==> config.mk <==
export PLATFORM = sky130hd
export DESIGN_NAME = sg_walker
export DESIGN_NICKNAME = d
export VERILOG_FILES = /design/src/rtl/sgw_pkg.sv /design/src/rtl/sgw_status_reg.sv /design/src/rtl/sgw_addr_gen.sv /design/src/rtl/sgw_fsm.sv /design/src/rtl/sg_walker.sv
export SDC_FILE = /design/constraint.sdc
export NUM_CORES = 1
export LEC_CHECK = 0
export ABC_AREA = 1
export BUFFER_PORTS_ARGS = -buffer_cell sky130_fd_sc_hd__buf_4
export CAP_MARGIN = 20
export CORE_MARGIN = 2
export CORE_UTILIZATION = 40
export DETAILED_ROUTE_END_ITERATION = 7
export SLEW_MARGIN = 20
export SYNTH_ARGS = -nofsm -noshare
export SYNTH_HDL_FRONTEND = slang
export SYNTH_HIERARCHICAL = 1
export SYNTH_SLANG_ARGS = --single-unit
==> constraint.sdc <==
create_clock -name clk -period 2.5 [get_ports clk]
set_input_delay 0.25 -clock clk [delete_from_list [all_inputs] [get_ports clk]]
set_output_delay 0.25 -clock clk [all_outputs]
set_load 0.02 [all_outputs]
==> src/rtl/sgw_pkg.sv <==
package sgw_pkg;

   typedef enum logic [2:0] {
      S_IDLE, S_FETCH0, S_FETCH1, S_FETCH2, S_CHECK, S_COPY, S_NEXT, S_DONE
   } walk_state_t;

   typedef enum logic [1:0] {
      FLT_NONE, FLT_DESC, FLT_RD, FLT_WR
   } fault_t;

   localparam int ST_W       = 5;
   localparam int ST_RD_DONE = 0;
   localparam int ST_WR_DONE = 1;
   localparam int ST_RD_ERR  = 2;
   localparam int ST_WR_ERR  = 3;
   localparam int ST_SG_ERR  = 4;

endpackage

==> src/rtl/sgw_status_reg.sv <==
module sgw_status_reg #(
   parameter int WIDTH = 5
) (
   input  logic             clk,
   input  logic             rst_n,
   input  logic             clr_we,
   input  logic [WIDTH-1:0] clr_mask,
   input  logic [WIDTH-1:0] set_mask,
   output logic [WIDTH-1:0] status
);

   if (WIDTH < 1) begin : g_bad_width
      $error("sgw_status_reg: WIDTH must be positive");
   end

   for (genvar i = 0; i < WIDTH; i++) begin : g_bit
      // a set in the same cycle as a clear wins, so no event is dropped
      always_ff @(posedge clk) begin
         if (!rst_n)
            status[i] <= 1'b0;
         else if (set_mask[i])
            status[i] <= 1'b1;
         else if (clr_we && clr_mask[i])
            status[i] <= 1'b0;
      end
   end

endmodule

==> src/rtl/sgw_addr_gen.sv <==
module sgw_addr_gen #(
   parameter int ADDR_W    = 32,
   parameter int DATA_W    = 32,
   parameter int CNT_W     = 16,
   parameter int LAST_BIT  = 31,
   parameter int GRAN_LOG2 = 8,
   parameter int BEAT_LOG2 = 2
) (
   input  logic              clk,
   input  logic              rst_n,
   input  logic              load_base,
   input  logic [ADDR_W-1:0] base,
   input  logic              fetch_step,
   input  logic              ld_src,
   input  logic              ld_dst,
   input  logic              ld_ctl,
   input  logic              ld_beats,
   input  logic              beat_step,
   input  logic [DATA_W-1:0] word,
   output logic [ADDR_W-1:0] fetch_ptr,
   output logic [ADDR_W-1:0] src_ptr,
   output logic [ADDR_W-1:0] dst_ptr,
   output logic              last,
   output logic              cnt_bad,
   output logic              final_beat
);

   localparam int BEAT_W = CNT_W - BEAT_LOG2;
   localparam logic [ADDR_W-1:0] STEP = ADDR_W'(1 << BEAT_LOG2);

   if (GRAN_LOG2 < BEAT_LOG2 || GRAN_LOG2 >= CNT_W) begin : g_bad_gran
      $error("sgw_addr_gen: granule must hold whole beats and fit the count");
   end
   if (LAST_BIT < CNT_W || LAST_BIT >= DATA_W) begin : g_bad_last
      $error("sgw_addr_gen: last flag must sit above the count field");
   end

   logic [CNT_W-1:0]  cnt_q;
   logic [BEAT_W-1:0] beats_q;

   always_ff @(posedge clk) begin
      if (!rst_n) begin
         fetch_ptr <= '0;
         src_ptr   <= '0;
         dst_ptr   <= '0;
         cnt_q     <= '0;
         last      <= 1'b0;
         beats_q   <= '0;
      end else begin
         if (load_base)
            fetch_ptr <= base;
         else if (fetch_step)
            fetch_ptr <= fetch_ptr + STEP;
         if (ld_src)
            src_ptr <= ADDR_W'(word);
         else if (beat_step)
            src_ptr <= src_ptr + STEP;
         if (ld_dst)
            dst_ptr <= ADDR_W'(word);
         else if (beat_step)
            dst_ptr <= dst_ptr + STEP;
         if (ld_ctl) begin
            cnt_q <= word[CNT_W-1:0];
            last  <= word[LAST_BIT];
         end
         if (ld_beats)
            beats_q <= cnt_q[CNT_W-1:BEAT_LOG2];
         else if (beat_step)
            beats_q <= beats_q - BEAT_W'(1);
      end
   end

   assign cnt_bad    = (cnt_q == '0) || (cnt_q[GRAN_LOG2-1:0] != '0);
   assign final_beat = (beats_q == BEAT_W'(1));

endmodule

==> src/rtl/sgw_fsm.sv <==
module sgw_fsm
   import sgw_pkg::*;
(
   input  logic            clk,
   input  logic            rst_n,
   input  logic            start,
   input  logic            dsc_ack,
   input  logic            dsc_err,
   input  logic            src_ack,
   input  logic            src_err,
   input  logic            dst_ack,
   input  logic            dst_err,
   input  logic            cnt_bad,
   input  logic            final_beat,
   input  logic            last,
   output logic            load_base,
   output logic            fetch_step,
   output logic            ld_src,
   output logic            ld_dst,
   output logic            ld_ctl,
   output logic            ld_beats,
   output logic            beat_step,
   output logic            dsc_req,
   output logic            src_req,
   output logic            dst_req,
   output logic            irq,
   output logic            busy,
   output logic [ST_W-1:0] set_mask
);

   walk_state_t state_q, state_d;
   fault_t      fault_q, fault_d;
   logic        wr_phase_q, wr_phase_d;

   always_ff @(posedge clk) begin
      if (!rst_n) begin
         state_q    <= S_IDLE;
         fault_q    <= FLT_NONE;
         wr_phase_q <= 1'b0;
      end else begin
         state_q    <= state_d;
         fault_q    <= fault_d;
         wr_phase_q <= wr_phase_d;
      end
   end

   always_comb begin
      state_d    = state_q;
      fault_d    = fault_q;
      wr_phase_d = wr_phase_q;
      load_base  = 1'b0;
      fetch_step = 1'b0;
      ld_src     = 1'b0;
      ld_dst     = 1'b0;
      ld_ctl     = 1'b0;
      ld_beats   = 1'b0;
      beat_step  = 1'b0;
      dsc_req    = 1'b0;
      src_req    = 1'b0;
      dst_req    = 1'b0;
      unique case (state_q)
         S_IDLE: begin
            if (start) begin
               load_base = 1'b1;
               state_d   = S_FETCH0;
            end
         end
         S_FETCH0, S_FETCH1, S_FETCH2: begin
            dsc_req = 1'b1;
            if (dsc_ack) begin
               if (dsc_err) begin
                  fault_d = FLT_DESC;
                  state_d = S_DONE;
               end else begin
                  fetch_step = 1'b1;
                  ld_src     = (state_q == S_FETCH0);
                  ld_dst     = (state_q == S_FETCH1);
                  ld_ctl     = (state_q == S_FETCH2);
                  state_d    = (state_q == S_FETCH0) ? S_FETCH1 :
                               (state_q == S_FETCH1) ? S_FETCH2 : S_CHECK;
               end
            end
         end
         S_CHECK: begin
            if (cnt_bad) begin
               fault_d = FLT_DESC;
               state_d = S_DONE;
            end else begin
               ld_beats   = 1'b1;
               wr_phase_d = 1'b0;
               state_d    = S_COPY;
            end
         end
         S_COPY: begin
            if (!wr_phase_q) begin
               src_req = 1'b1;
               if (src_ack) begin
                  if (src_err) begin
                     fault_d = FLT_RD;
                     state_d = S_DONE;
                  end else begin
                     wr_phase_d = 1'b1;
                  end
               end
            end else begin
               dst_req = 1'b1;
               if (dst_ack) begin
                  if (dst_err) begin
                     fault_d = FLT_WR;
                     state_d = S_DONE;
                  end else begin
                     beat_step  = 1'b1;
                     wr_phase_d = 1'b0;
                     if (final_beat)
                        state_d = S_NEXT;
                  end
               end
            end
         end
         S_NEXT: begin
            if (last) begin
               fault_d = FLT_NONE;
               state_d = S_DONE;
            end else begin
               state_d = S_FETCH0;
            end
         end
         S_DONE: begin
            fault_d = FLT_NONE;
            if (start) begin
               load_base = 1'b1;
               state_d   = S_FETCH0;
            end else begin
               state_d   = S_IDLE;
            end
         end
         default: state_d = S_IDLE;
      endcase
   end

   always_comb begin
      set_mask = '0;
      if (state_q == S_DONE) begin
         unique case (fault_q)
            FLT_NONE: begin
               set_mask[ST_RD_DONE] = 1'b1;
               set_mask[ST_WR_DONE] = 1'b1;
            end
            FLT_DESC: set_mask[ST_SG_ERR] = 1'b1;
            FLT_RD:   set_mask[ST_RD_ERR] = 1'b1;
            FLT_WR:   set_mask[ST_WR_ERR] = 1'b1;
            default:  set_mask = '0;
         endcase
      end
   end

   assign irq  = (state_q == S_DONE);
   assign busy = (state_q != S_IDLE) && (state_q != S_DONE);

endmodule

==> src/rtl/sg_walker.sv <==
module sg_walker
   import sgw_pkg::*;
#(
   parameter int ADDR_W    = 32,
   parameter int DATA_W    = 32,
   parameter int CNT_W     = 16,
   parameter int LAST_BIT  = 31,
   parameter int GRAN_LOG2 = 8
) (
   input  logic              clk,
   input  logic              rst_n,
   input  logic              cfg_we,
   input  logic              cfg_sel,
   input  logic [DATA_W-1:0] cfg_wdata,
   output logic [ST_W-1:0]   status,
   output logic              irq,
   output logic              busy,
   output logic              dsc_req,
   output logic [ADDR_W-1:0] dsc_addr,
   input  logic              dsc_ack,
   input  logic              dsc_err,
   input  logic [DATA_W-1:0] dsc_rdata,
   output logic              src_req,
   output logic [ADDR_W-1:0] src_addr,
   input  logic              src_ack,
   input  logic              src_err,
   input  logic [DATA_W-1:0] src_rdata,
   output logic              dst_req,
   output logic [ADDR_W-1:0] dst_addr,
   output logic [DATA_W-1:0] dst_wdata,
   input  logic              dst_ack,
   input  logic              dst_err
);

   localparam int BEAT_LOG2 = $clog2(DATA_W / 8);

   if (ADDR_W != DATA_W) begin : g_bad_addr
      $error("sg_walker: descriptor words carry full addresses, ADDR_W must equal DATA_W");
   end
   if (DATA_W % 8 != 0 || (1 << BEAT_LOG2) * 8 != DATA_W) begin : g_bad_data
      $error("sg_walker: DATA_W must be a power-of-two number of bytes");
   end

   logic start, clr_we;
   logic load_base, fetch_step, ld_src, ld_dst, ld_ctl, ld_beats, beat_step;
   logic last, cnt_bad, final_beat;
   logic [ST_W-1:0]   set_mask;
   logic [DATA_W-1:0] data_q;

   assign start  = cfg_we && !cfg_sel;
   assign clr_we = cfg_we &&  cfg_sel;

   sgw_fsm i_fsm (
      .clk        (clk),
      .rst_n      (rst_n),
      .start      (start),
      .dsc_ack    (dsc_ack),
      .dsc_err    (dsc_err),
      .src_ack    (src_ack),
      .src_err    (src_err),
      .dst_ack    (dst_ack),
      .dst_err    (dst_err),
      .cnt_bad    (cnt_bad),
      .final_beat (final_beat),
      .last       (last),
      .load_base  (load_base),
      .fetch_step (fetch_step),
      .ld_src     (ld_src),
      .ld_dst     (ld_dst),
      .ld_ctl     (ld_ctl),
      .ld_beats   (ld_beats),
      .beat_step  (beat_step),
      .dsc_req    (dsc_req),
      .src_req    (src_req),
      .dst_req    (dst_req),
      .irq        (irq),
      .busy       (busy),
      .set_mask   (set_mask)
   );

   sgw_addr_gen #(
      .ADDR_W    (ADDR_W),
      .DATA_W    (DATA_W),
      .CNT_W     (CNT_W),
      .LAST_BIT  (LAST_BIT),
      .GRAN_LOG2 (GRAN_LOG2),
      .BEAT_LOG2 (BEAT_LOG2)
   ) i_addr_gen (
      .clk        (clk),
      .rst_n      (rst_n),
      .load_base  (load_base),
      .base       (ADDR_W'(cfg_wdata)),
      .fetch_step (fetch_step),
      .ld_src     (ld_src),
      .ld_dst     (ld_dst),
      .ld_ctl     (ld_ctl),
      .ld_beats   (ld_beats),
      .beat_step  (beat_step),
      .word       (dsc_rdata),
      .fetch_ptr  (dsc_addr),
      .src_ptr    (src_addr),
      .dst_ptr    (dst_addr),
      .last       (last),
      .cnt_bad    (cnt_bad),
      .final_beat (final_beat)
   );

   sgw_status_reg #(.WIDTH(ST_W)) i_status (
      .clk      (clk),
      .rst_n    (rst_n),
      .clr_we   (clr_we),
      .clr_mask (cfg_wdata[ST_W-1:0]),
      .set_mask (set_mask),
      .status   (status)
   );

   always_ff @(posedge clk) begin
      if (!rst_n)
         data_q <= '0;
      else if (src_req && src_ack && !src_err)
         data_q <= src_rdata;
   end

   assign dst_wdata = data_q;

endmodule

# Word-level counts from Yosys, hierarchy flattened
# Index checks and enable logic that the tools add are counted.
# Widths: inputs -> output; s select.
[op_classes]
n_addsub = 4
n_eq_ne = 23
n_reduce_logical = 34
mux = 80
[ops]
columns = ["cell", "count"]
rows = [
  ["$mux 32", 6],
  ["$add 32x3->32 const B", 3],
  ["$mux 1", 45],
  ["$mux 3", 12],
  ["$mux 14", 2],
  ["$mux 2", 11],
  ["$reduce_bool 2->1", 10],
  ["$pmux 3 s6", 1],
  ["$logic_not 16->1", 1],
  ["$eq 14x1->1 const B", 1],
  ["$sub 14x1->14 const B", 1],
  ["$eq 3x3->1 const B", 4],
  ["$logic_and 1x1->1", 10],
  ["$pmux 2 s5", 1],
  ["$ne 3x3->1 const B", 3],
  ["$reduce_and 9->1", 1],
  ["$ne 2x2->1 const B", 4],
  ["$reduce_bool 8->1", 1],
  ["$eq 3x2->1 const B", 2],
  ["$ne 3x2->1 const B", 2],
  ["$reduce_and 6->1", 1],
  ["$mux 5", 1],
  ["$reduce_bool 5->1", 1],
  ["$eq 2x2->1 const B", 2],
  ["other kinds (13)", 15],
]
[word_totals]
ff_bits = 170
input_bits = 106
word_cells = 156

# Longest topological paths before layout
[logic_depth]
ltp_word = 6
mapped_depth = 13
depth_no_buf = 13

# By module
# Netlist, hierarchy kept.
[by_module_without_submodules]
columns = ["module", "instances", "area_per_inst_um2", "seq_area_each_um2", "cells_per_inst"]
rows = [
  ["sgw_addr_gen", 1, 7691.1, 2542.4, 1194],
  ["sg_walker", 1, 1340.0, 640.6, 207],
  ["sgw_fsm", 1, 611.8, 120.1, 121],
  ["sgw_status_reg", 1, 188.9, 100.1, 26],
]

# Least setup slack after synthesis
# Ideal clock, no wire load.
[synth_path]
kind = "register -> register"
start = "register i_fsm.state_q[0]"
end = "register i_addr_gen.fetch_ptr[23]"
t_required_ns = 2.430
n_path_buf = 3
slack_ns = 0.342
stages_incl_launch_ff = 11
period_less_slack_ns = 2.158
arrival_time_ns = 2.087
cell_sequence = "dfxtp_1 buf_2 nand2_1 inv_1 o21ai_0 nor2_1 clkbuf_1 nor2_2 clkbuf_1 nand2_1 a21oi_1"
[synth_between]
elab_chain_len = 4
elab_cells_between_ends = 11
classes_between = "4 x eq/ne; 3 x mux; 4 x reduce/logical"
[synth_lines]
columns = ["item", "line_no", "text"]
rows = [
  ["start: declaration", "sgw_fsm.sv:31", "walk_state_t state_q, state_d;"],
  ["start signal: assignment", "sgw_fsm.sv:41", "state_q <= state_d;"],
  ["$eq 3x3->1 or $logic_not 3->1 (tied branches)", "sgw_fsm.sv:61", "unique case (state_q)"],
  ["$reduce_or 2->1 (no source line) (*)", "-", ""],
  ["$mux 1 (*)", "-", ""],
  ["net load_base", "sg_walker.sv:45", "logic load_base, fetch_step, ld_src, ld_dst, ld_ctl, ld_beats, beat_step;"],
  ["$mux 32 or $reduce_bool 2->1 (tied branches)", "-", ""],
  ["end signal: assignment", "sgw_addr_gen.sv:51", "fetch_ptr <= base;"],
  ["end signal: assignment", "sgw_addr_gen.sv:53", "fetch_ptr <= fetch_ptr + STEP;"],
  ["end: declaration", "sgw_addr_gen.sv:20", "output logic [ADDR_W-1:0] fetch_ptr,"],
]
# Mark *: on every way through the listed nets, which the timed path passes. The rest lies on a longest branch.
# A chain may end at the register's enable or synchronous reset.

# Worst setup path in the final report
[layout_path]
start = "register i_fsm.wr_phase_q"
end = "register i_addr_gen.dst_ptr[10]"
[layout_between]
elab_chain_len = 3
[layout_lines]
columns = ["item", "line_no", "text"]
rows = [
  ["start: declaration", "sgw_fsm.sv:33", "logic wr_phase_q, wr_phase_d;"],
  ["start signal: assignment", "sgw_fsm.sv:43", "wr_phase_q <= wr_phase_d;"],
  ["$mux 1", "sgw_fsm.sv:95", "if (!wr_phase_q) begin"],
  ["$mux 1", "sgw_fsm.sv:61", ""],
  ["net beat_step", "sg_walker.sv:45", ""],
  ["$reduce_bool 2->1 (no source line)", "-", ""],
  ["end signal: assignment", "sgw_addr_gen.sv:59", "dst_ptr <= ADDR_W'(word);"],
  ["end signal: assignment", "sgw_addr_gen.sv:61", "dst_ptr <= dst_ptr + STEP;"],
  ["end: declaration", "sgw_addr_gen.sv:22", "output logic [ADDR_W-1:0] dst_ptr,"],
]
# The timed path passes the listed nets, and every way through them passes these cells.

==> results.py <==
metrics = {
    "floorplan": {
        "rows": 57,
        "io_pins": 244,
        "die_w_um": 161,
        "dieArea_um2": 25900,
        "initial_utilization_pct": 40.5,
        "fp.coreArea_um2": 24200,
        "chipHeight_um": 161,
    },
    "min_path": {
        "hold_class": "in -> reg",
        "min_from": "src_rdata[24]",
        "min_to": "dst_wdata[24]$_SDFFE_PN0P_",
        "holdPathStages": 3,
    },
    "worst_setup_path": {
        "timing.critical_path.mode_cell": "nand2_1",
        "r2r_cells": 12,
        "critPathKind": "reg -> reg",
        "cpPeakStageDelay_ps": 410,
        "timing.rr.start": "i_fsm/wr_phase_q$_SDFFE_PN0P_",
        "cp-end-kind": "flop",
        "crit_fanout": 12,
        "cp.required_ps": 2860,
        "crit_arrival_ps": 2590,
        "ff2ff_setup_slack_ps": 270,
        "path_cells": "inv_1 > nor2_1 > nand2_1 > nor2_1 > buf_4 > inv_2 > nor2_2 > buf_4 > nand2_1 > nand2_1 > o22ai_1 > a21oi_1",
        "slowest_stage": "dfxtp_1",
        "worstSetupStartpointType": "flop",
        "r2r_end": "i_addr_gen/dst_ptr[10]$_SDFFE_PN0N_",
    },
    "outcome": {
        "status": "completed",
    },
    "sta": {
        "setup_viol": 0,
        "setup_ws_ps": 271,
        "drv_slew": 0,
        "hold_viol": 0,
        "max_freq_mhz": 449,
        "grt_setup_unrepaired": "false",
        "setup_tns_ps": 0,
        "tightest_slew_ps": 807,
        "min_period_ps": 2230,
        "finClkSkew_ps": 11.7,
        "post-route-period-util_pct": 89.1,
        "max_slew_margin_pct": 46.0,
    },
    "synth": {
        "synth_edf_count": 0,
        "synth_area_um2": 9830,
        "syn-mean-instance-area_um2": 6.35,
        "synth-seq-cells": 170,
        "yosysUniqueCellTypes": 41,
        "synth_top_area_share_pct": 34.6,
        "synth_nets": 1659,
        "ys_top_cells_by_area": "dfxtp_1, nand2_1, nor2_1",
        "yosysWarningCount": 6,
        "ys.flop_type": "dfxtp_1",
        "synth_top_cell_by_area": "dfxtp_1",
        "ys_seq_area_share_pct": 34.6,
        "async_flop_share_pct": 0,
        "synth_cells": 1548,
    },
    "power": {
        "cellLeakagePower_nw": 5.37,
        "max-vdd-ir-drop_uv": 493,
        "power_density_nw_per_um2": 640,
        "total_power_mw": 8.05,
    },
    "routing": {
        "post_drt_wl_per_cell_um": 15.3,
        "viasPerCell": 5.11,
        "postRouteWirelength_um": 32300,
        "drt_first_iter_violations": 803,
        "antenna_left": 0,
        "vias": 10792,
        "remaining_drc_errors": 0,
        "drtPass1Iterations": 5,
    },
    "placement": {
        "pre_cts_slack_ps": 306,
        "dp_hpwl_um": 24300,
        "place_congestion": 0.945,
        "portBuffers": 243,
    },
    "cts": {
        "cts-root-buf": "clkbuf_16",
        "clkTransAtPathRegs_ps": 80,
        "cts_tree": "done",
        "cts_max_level": 4,
        "cts_resized": 0,
        "cts-hold-fix-buffers": 0,
        "cts_buffers": 17,
        "post_cts_buffers": 0,
        "cts.path.max_buffers": 2,
        "clock_sinks": 170,
        "clk-insertion-delay-late_ps": 440,
    },
    "global_routing": {
        "gr-total-overflow": 0,
        "grt_pass1_wl_um": 51800,
        "grt.total_usage_pct": 24.6,
        "grt_max_degree": 82,
        "antenna_found_initial": 0,
        "grt_pass1_vias": 10072,
    },
    "layout": {
        "final_util_pct": 51.9,
        "syn2layout_area_growth_pct": 28.0,
        "n_antenna_cell": 0,
        "n_fill_cell": 2569,
        "seqCellArea_um2": 3400,
        "drive_gt1_share_pct": 19.7,
        "fin_nets": 1885,
        "multi_input_area_um2": 5690,
    },
    "job": {
        "drv_cap": 0,
    },
}
## how the worst max path moves through the flow
stage                                             start                               endpoint  slack (ps)  cells past startpoint
after global routing      i_fsm/wr_phase_q$_SDFFE_PN0P_     i_addr_gen/beats_q[9]$_SDFFE_PN0P_          10                     11
after global placement    i_fsm/state_q[2]$_SDFFE_PN0P_    i_addr_gen/src_ptr[11]$_SDFFE_PN0N_         330                      8
after floorplan           i_fsm/state_q[0]$_SDFFE_PN0P_  i_addr_gen/fetch_ptr[23]$_SDFFE_PN0N_         340                     10
final                     i_fsm/wr_phase_q$_SDFFE_PN0P_    i_addr_gen/dst_ptr[10]$_SDFFE_PN0N_         270                     12
after detailed placement  i_fsm/state_q[2]$_SDFFE_PN0P_    i_addr_gen/src_ptr[10]$_SDFFE_PN0N_         310                     10
after CTS                 i_fsm/state_q[2]$_SDFFE_PN0P_    i_addr_gen/src_ptr[10]$_SDFFE_PN0N_         290                     10
## power by group
part | total [mW] | switching, mW | internal, mW | leakage [nW]
Clock | 2.63 | 1.30 | 1.34 | 0.280
Sequential | 3.30 | 0.342 | 2.95 | 1.38
Combinational | 2.12 | 1.27 | 0.847 | 3.71
Total | 8.05 | 2.91 | 5.14 | 5.37
## state kept, by name, indices dropped and copies added (netlist names)
signal                flops
i_fsm/wr_phase_q          1
i_addr_gen/last           1
i_addr_gen/src_ptr       32
i_addr_gen/cnt_q         16
i_addr_gen/dst_ptr       32
i_fsm/fault_q             2
i_status/status           5
dst_wdata                32
i_addr_gen/fetch_ptr     32
i_fsm/state_q             3
i_addr_gen/beats_q       14
## placed cells by master, fill, tap and decap left out, types with 6 or more instances in the layout
cell type and instances:
o21ai_0 43, nor2_1 272, dfxtp_1 170, clkbuf_16 17, inv_2 10, nand3b_1 22
a21oi_1 97, nor3_1 9, inv_1 124, nand3_1 63, a22oi_1 68, xnor2_1 16
nand4_1 12, buf_4 259, xor2_1 26, nor2_4 6, inv_8 6, nand2_2 6
nor2_2 24, a31oi_1 14, o21bai_1 11, nand2_1 461
## cells by family after synthesis
family,count (synthesis),share of synthesized area [%]
and+or+nand+nor,893,38.0
AOI/OAI and AO/OA,248,15.2
buffers and inverters,190,7.81
DFF,170,34.6
xor gates and xnor gates,42,3.74
adders and majority gates,5,0.636
## per-stage QoR
step           instances  hold WS, ps  cell area, um2
6_report            2111         27.2           12600
5_1_grt             2111         16.7           12600
4_1_cts             2111         6.62           12600
3_5_place_dp        2079          462           12000
3_3_place_gp        2079          454           12000
2_1_floorplan       1548          370            9830
## critical path: cells and delay by family (launching register included)
| kind | cells | cell delay, ps |
|---|---|---|
| AND/OR/NAND/NOR | 6 | 810 |
| buffers and inverters | 4 | 720 |
| AO/OA/AOI/OAI | 2 | 210 |
| flip-flops | 1 | 410 |
## synth_stat cells (22+ instances only)
master	count
a21oi_1	97
a22oi_1	68
clkbuf_1	29
dfxtp_1	170
inv_1	125
nand2_1	461
nand3_1	63
nand3b_1	22
nor2_1	273
nor2_2	25
o21ai_0	43
xor2_1	26
## routing by layer
metal | vias to the layer above | part of all wire [%] | global-route usage, %
li1 | 5451 | - | -
met1 | 4972 | 46 | 33.1
met2 | 317 | 46 | 40.0
met3 | 52 | 5.7 | 3.93
met4 | 0 | 2.3 | 9.13
met5 | - | 0 | 0
## cell type report
class	instances	share of cell area [%]
inverter	135	4.03
clock inverter	14	1.14
timing repair buffer	262	15.9
multi-input combinational	1188	45.2
clock buffer	18	3.41
tap	324	3.22
sequential	170	27.1
No activity file was read; power rests on OpenSTA's default activity.
